--- src/rtl/ofs_prog_pkg.sv ---
package ofs_prog_pkg;

    typedef enum logic {
        PROG_SERIAL   = 1'b0,
        PROG_PARALLEL = 1'b1
    } prog_meth_e;

    localparam int unsigned DFLT_IDX_W = 3;

    // Default offset selected at master reset
    function automatic logic [31:0] dflt_offset(input logic [DFLT_IDX_W-1:0] idx);
        logic [31:0] v;
        case (idx)
            3'd0:    v = 32'd7;
            3'd1:    v = 32'd31;
            3'd2:    v = 32'd63;
            3'd3:    v = 32'd127;
            3'd4:    v = 32'd255;
            3'd5:    v = 32'd511;
            3'd6:    v = 32'd1023;
            default: v = 32'd15;
        endcase
        return v;
    endfunction

endpackage

--- src/rtl/ofs_dflt_sel.sv ---
module ofs_dflt_sel
    import ofs_prog_pkg::*;
#(
    parameter int OFS_W = 16
) (
    input  logic [DFLT_IDX_W-1:0] idx,
    output logic [OFS_W-1:0]      value
);
    logic [31:0] full_v;

    always_comb begin
        full_v = dflt_offset(idx);
        value  = full_v[OFS_W-1:0];
    end
endmodule

--- src/rtl/ofs_bus_unpack.sv ---
module ofs_bus_unpack #(
    parameter int DATA_W = 18,
    parameter int BYTE_W = 9
) (
    input  logic [DATA_W-1:0]                      bus,
    input  logic                                   ipar,
    output logic [(DATA_W/BYTE_W)*(BYTE_W-1)-1:0]  ofs
);
    localparam int NBYTES = DATA_W / BYTE_W;
    localparam int PW     = BYTE_W - 1;
    localparam int OFS_W  = NBYTES * PW;

    logic [OFS_W-1:0] squeezed;

    for (genvar b = 0; b < NBYTES; b++) begin : g_byte
        assign squeezed[b*PW +: PW] = bus[b*BYTE_W +: PW];
    end

    assign ofs = ipar ? squeezed : bus[OFS_W-1:0];
endmodule

--- src/rtl/ofs_bus_pack.sv ---
module ofs_bus_pack #(
    parameter int DATA_W = 18,
    parameter int BYTE_W = 9
) (
    input  logic [(DATA_W/BYTE_W)*(BYTE_W-1)-1:0]  ofs,
    input  logic                                   ipar,
    output logic [DATA_W-1:0]                      bus
);
    localparam int NBYTES = DATA_W / BYTE_W;
    localparam int PW     = BYTE_W - 1;
    localparam int SPAN_W = NBYTES * BYTE_W;

    logic [SPAN_W-1:0] spread;

    for (genvar b = 0; b < NBYTES; b++) begin : g_byte
        assign spread[b*BYTE_W +: BYTE_W] = {1'b0, ofs[b*PW +: PW]};
    end

    assign bus = ipar ? DATA_W'(spread) : DATA_W'(ofs);
endmodule

--- src/rtl/ofs_prog_unit.sv ---
module ofs_prog_unit
    import ofs_prog_pkg::*;
#(
    parameter int DATA_W = 18,
    parameter int BYTE_W = 9
) (
    input  logic                                   clk,
    input  logic                                   mrst_n,
    input  logic                                   prst_n,
    input  logic                                   ofs_access,
    input  logic [1:0]                             flag_sel,
    input  logic                                   mode_si,
    input  logic                                   ipar_sel,
    input  logic                                   wr_en,
    input  logic [DATA_W-1:0]                      wr_data,
    input  logic                                   rd_en,
    output logic [DATA_W-1:0]                      rd_data,
    output logic                                   rd_valid,
    output logic [(DATA_W/BYTE_W)*(BYTE_W-1)-1:0]  empty_ofs,
    output logic [(DATA_W/BYTE_W)*(BYTE_W-1)-1:0]  full_ofs,
    output logic                                   prog_serial,
    output logic                                   ft_mode
);
    localparam int OFS_W = (DATA_W / BYTE_W) * (BYTE_W - 1);
    localparam int CNT_W = $clog2(2 * OFS_W);
    localparam int IDX_W = $clog2(OFS_W);
    localparam logic [CNT_W-1:0] CNT_HALF = CNT_W'(OFS_W);
    localparam logic [CNT_W-1:0] CNT_LAST = CNT_W'(2 * OFS_W - 1);

    typedef struct packed {
        logic [OFS_W-1:0]  e_ofs;
        logic [OFS_W-1:0]  f_ofs;
        prog_meth_e        meth;
        logic              ipar;
        logic              ft;
        logic              wsel;
        logic [CNT_W-1:0]  bcnt;
        logic              rsel;
        logic [DATA_W-1:0] rdat;
        logic              rvld;
    } st_t;

    st_t st_d, st_q;

    logic [OFS_W-1:0]  dflt_val;
    logic [OFS_W-1:0]  par_val;
    logic [OFS_W-1:0]  rd_src;
    logic [DATA_W-1:0] rd_bus;
    logic [CNT_W-1:0]  sidx;

    ofs_dflt_sel #(.OFS_W(OFS_W)) dflt_i (
        .idx   ({ofs_access, flag_sel}),
        .value (dflt_val)
    );

    ofs_bus_unpack #(.DATA_W(DATA_W), .BYTE_W(BYTE_W)) unpack_i (
        .bus  (wr_data),
        .ipar (st_q.ipar),
        .ofs  (par_val)
    );

    assign rd_src = st_q.rsel ? st_q.f_ofs : st_q.e_ofs;

    ofs_bus_pack #(.DATA_W(DATA_W), .BYTE_W(BYTE_W)) pack_i (
        .ofs  (rd_src),
        .ipar (st_q.ipar),
        .bus  (rd_bus)
    );

    always_comb begin
        st_d = st_q;
        st_d.rvld = 1'b0;
        sidx = (st_q.bcnt < CNT_HALF) ? st_q.bcnt : st_q.bcnt - CNT_HALF;

        if (!mrst_n) begin
            st_d.e_ofs = dflt_val;
            st_d.f_ofs = dflt_val;
            st_d.meth  = ofs_access ? PROG_PARALLEL : PROG_SERIAL;
            st_d.ipar  = ipar_sel;
            st_d.ft    = mode_si;
            st_d.wsel  = 1'b0;
            st_d.bcnt  = '0;
            st_d.rsel  = 1'b0;
            st_d.rdat  = '0;
        end else if (!prst_n) begin
            st_d.wsel  = 1'b0;
            st_d.bcnt  = '0;
            st_d.rsel  = 1'b0;
            st_d.rdat  = '0;
        end else begin
            if (ofs_access && rd_en) begin
                st_d.rdat = rd_bus;
                st_d.rsel = ~st_q.rsel;
                st_d.rvld = 1'b1;
            end
            if (ofs_access && wr_en) begin
                if (st_q.meth == PROG_PARALLEL) begin
                    if (st_q.wsel) begin
                        st_d.f_ofs = par_val;
                    end else begin
                        st_d.e_ofs = par_val;
                    end
                    st_d.wsel = ~st_q.wsel;
                end else begin
                    if (st_q.bcnt < CNT_HALF) begin
                        st_d.e_ofs[sidx[IDX_W-1:0]] = mode_si;
                    end else begin
                        st_d.f_ofs[sidx[IDX_W-1:0]] = mode_si;
                    end
                    st_d.bcnt = (st_q.bcnt == CNT_LAST) ? '0 : st_q.bcnt + 1'b1;
                end
            end
        end
    end

    always_ff @(posedge clk) begin
        st_q <= st_d;
    end

    assign rd_data     = st_q.rdat;
    assign rd_valid    = st_q.rvld;
    assign empty_ofs   = st_q.e_ofs;
    assign full_ofs    = st_q.f_ofs;
    assign prog_serial = (st_q.meth == PROG_SERIAL);
    assign ft_mode     = st_q.ft;
endmodule

--- config.mk ---
export PLATFORM = sky130hd
export DESIGN_NAME = ofs_prog_unit
export DESIGN_NICKNAME = d
export VERILOG_FILES = /design/src/rtl/ofs_prog_pkg.sv /design/src/rtl/ofs_dflt_sel.sv /design/src/rtl/ofs_bus_unpack.sv /design/src/rtl/ofs_bus_pack.sv /design/src/rtl/ofs_prog_unit.sv
export SDC_FILE = /design/constraint.sdc
export NUM_CORES = 1
export LEC_CHECK = 0
export ABC_AREA = 1
export BUFFER_PORTS_ARGS = -buffer_cell sky130_fd_sc_hd__buf_4
export CAP_MARGIN = 10
export CORE_AREA = 3 3 125 127
export DETAILED_ROUTE_END_ITERATION = 10
export DIE_AREA = 0 0 128 130
export PLACE_DENSITY = 0.54
export RECOVER_POWER = 25
export SLEW_MARGIN = 20
export SYNTH_ARGS = -nofsm -noshare
export SYNTH_HDL_FRONTEND = slang
export SYNTH_SLANG_ARGS = --single-unit
--- constraint.sdc ---
create_clock -name clk -period 1.8 [get_ports clk]
set_input_delay 0.18 -clock clk [delete_from_list [all_inputs] [get_ports clk]]
set_output_delay 0.18 -clock clk [all_outputs]
set_load 0.005 [all_outputs]
==> flow_summary.toml <==
[cells_and_area]
final_cells = 720
final_area_um2 = 4360
fin_util_pct = 30.0
nFillCells = 1582
areaGrowthSynthToFinish_pct = 20.9
final_layout_size_suffix_gt1_share_pct = 19.2
seqCellArea_um2 = 1550
multi_input_comb_area_um2 = 1400
antenna_cells = 0
final_nets = 564

[clock_network]
clkTransAtPathRegs_ns = 0.05
numCtsBuffers = 9
clk_latency_ns = 0.33
cts_tree = "yes"
holdBufCountCts = 0
cts.sinks = 60
clockRootBuffer = "clkbuf_16"
htreeDepth = 3
ctsLongestPathBuffers = 2

[pwr]
p_seq_share_pct = 41.2
p_sw_share_pct = 24.6
p_switching_mw = 0.962
clock_power_share_pct = 45.7
p_int_mw = 2.95
power.density_nw_per_um2 = 898
pwr-share-comb_pct = 13.1
cellLeakagePower_nw = 2.07
ir_worst_vdd_uv = 434

[placement]
dp_hpwl_mm = 7.95
place_ws_ns = 0.0886
placed_area_um2 = 4070
gp_congestion = 0.860
portBuffers = 78
dp_cells = 703

[floorplanning]
core-area_um2 = 14500
die_h_um = 130
boundaryPins = 81
die_area_um2 = 16600
start_util_pct = 24.8
dieWidth_um = 128
rows = 44

[synthesis]
ys_ff_latch = 60
synth_area_um2 = 3610
syn_avg_cell_area_um2 = 7.33
ys_warn_count = 0
yosysTopAreaCell = "edfxtp_1"
syn_nets = 525
yosysTopAreaCellShare_pct = 29.1
ys_types = 25
synth.area.top_cells = "edfxtp_1 (29%), nand2_1 (17%), dfxtp_1 (14%), buf_4 (11%), o21ai_0 (5.7%)"
ys_seq_area_share_pct = 43.0
synth_cells = 492

[routing]
dr.pass1.iters = 5
num_vias = 3082
ant_nets = 0
routed_wl_mm = 10.1
drt_iter0_markers = 231
drc = 0
viasPerCell = 4.28
routedWlPerCell_um = 14.0

[sta]
fin_crit_sh_pct = 91.1
rsz0062_at_grt = "false"
maxSlewHeadroom_pct = 50.8
fin_crit_ns = 1.64
worst_slew_pin_slew_ns = 0.738
hold_violations = 0
finClkSkew_ns = 0.00594
fmax_mhz = 610
finalSetupViolCount = 0
slew_violations = 0
tns_ns = 0
fin_ws_ns = 0.159

[grt]
gr-total-overflow = 0
grt_pass1_vias = 2971
grt_antenna_before_repair = 0
grt_max_degree = 20
grt_pass1_wl_mm = 15.7
track_usage_pct = 12.1

[worst_hold_path]
hold_path.class = "in -> reg"
hp-start = "ipar_sel"

[outcome]
outcome = "finished clean"

[critical_path]
crit_slowest_cell = "edfxtp_1"
worstReg2RegStart = "st_q[28]"
crit_arrival_ns = 1.67
cp_cell_sequence = "o21ai_0 > a21oi_4 > clkinvlp_4 > buf_4"
cpPeakStageDelay_ns = 0.48
worstSetupPathType = "reg -> reg"
critPathCaptureType = "register"
crit_path_start = "st_q[28]"
cp_max_fo = 9
crit_required_ns = 1.83
cp-start-kind = "register"

[job]
cap_violations = 0
-- Yosys cell counts --
library cell / number
nand4_1: 2
nand2_1: 161
buf_2: 7
o21a_1: 1
inv_1: 53
ha_1: 5
nor2_4: 1
nor2_1: 45
conb_1: 1
nand2_2: 1
o21ai_1: 1
a21oi_2: 1
nor3_1: 1
edfxtp_1: 35
nand3_1: 27
a21oi_1: 9
nor2_2: 1
o211ai_1: 12
xor2_1: 2
o21ai_0: 41
clkbuf_1: 2
inv_2: 3
buf_4: 54
dfxtp_1: 25
clkinv_1: 1
-- through the flow --
stage,hold WS (ns),power [mW]
final,0.0619,3.92
after global routing,0.0641,4.08
after CTS,0.0309,3.97
after detailed placement,0.368,2.17
after global placement,0.361,2.16
after floorplan,0.279,1.97
-- flip-flops by register name (all words and copies together), names as in the netlist --
signal,cells
rd_data,17
rd_valid,1
full_ofs,16
ft_mode,1
empty_ofs,16
st_q,9
-- critical path: cells and delay by family (launching register included) --
family          cells  cell delay (ns)
compound gates      2             0.57
flops               1             0.48
buf+inv             2             0.28
-- power by group through the flow --
stage               Sequential, mW  Combinational, mW  Clock, mW
detailed placement            1.65              0.524          0
global placement              1.64              0.515          0
CTS                           1.62              0.526       1.82
finish                        1.62              0.511       1.79
floorplan                     1.61              0.361          0
global route                  1.62              0.581       1.88
-- final cells by class --
cell class | count | area share, %
repair buffers | 91 | 14.9
clock buffers | 12 | 6.14
inverters | 57 | 4.99
clock inverters | 4 | 1.03
well taps | 184 | 5.28
flip-flops and latches | 60 | 35.6
multi-input cells | 312 | 32.1
-- cells in the final DEF (no fill, tap or decap), types with 3 or more instances in the layout --
master / Yosys / final
a21oi_1: 9 / 9
buf_4: 54 / 59
clkbuf_1: 2 / 10
clkbuf_16: 0 / 10
clkbuf_4: 0 / 23
clkinv_2: 0 / 3
dfxtp_1: 25 / 25
edfxtp_1: 35 / 35
ha_1: 5 / 5
inv_1: 53 / 53
nand2_1: 161 / 162
nand3_1: 27 / 27
nor2_1: 45 / 45
o211ai_1: 12 / 12
o21ai_0: 41 / 40
-- kinds of logic after synthesis --
| kind of cell | count (synthesis) | share of synthesized area, % |
|---|---|---|
| other | 1 | 0.104 |
| adder cells (fa/ha/maj) | 5 | 1.73 |
| buffers and inverters | 120 | 18.3 |
| AO/OA/AOI/OAI | 65 | 10.0 |
| AND/OR/NAND/NOR | 239 | 26.3 |
| flip-flops | 60 | 43.0 |
| XOR/XNOR | 2 | 0.486 |
-- timing repair --
action | in CTS | in global routing
resized for setup | 0 | 3
setup buffers | 0 | 1
setup endpoints to repair | 0 | 12
-- layer usage --
| metal | global-route usage [%] | up-vias | routed length, µm |
|---|---|---|---|
| li1 | - | 1594 | - |
| met1 | 15.5 | 1386 | 4560 |
| met2 | 19.6 | 95 | 4670 |
| met3 | 3.72 | 7 | 751 |
| met4 | 3.68 | 0 | 81 |
| met5 | 0 | - | 0 |
-- path summary, 6_finish.rpt --
check | to | slack, ns | cells after the start
worst max-delay path | full_ofs[11] | 0.16 | 4
worst min-delay path | st_q[27] | 0.06 | 1
worst max register to register | full_ofs[11] | 0.16 | 4
worst min register to register | rd_data[8] | 0.47 | 2
Power figures use the tool's default switching activity.
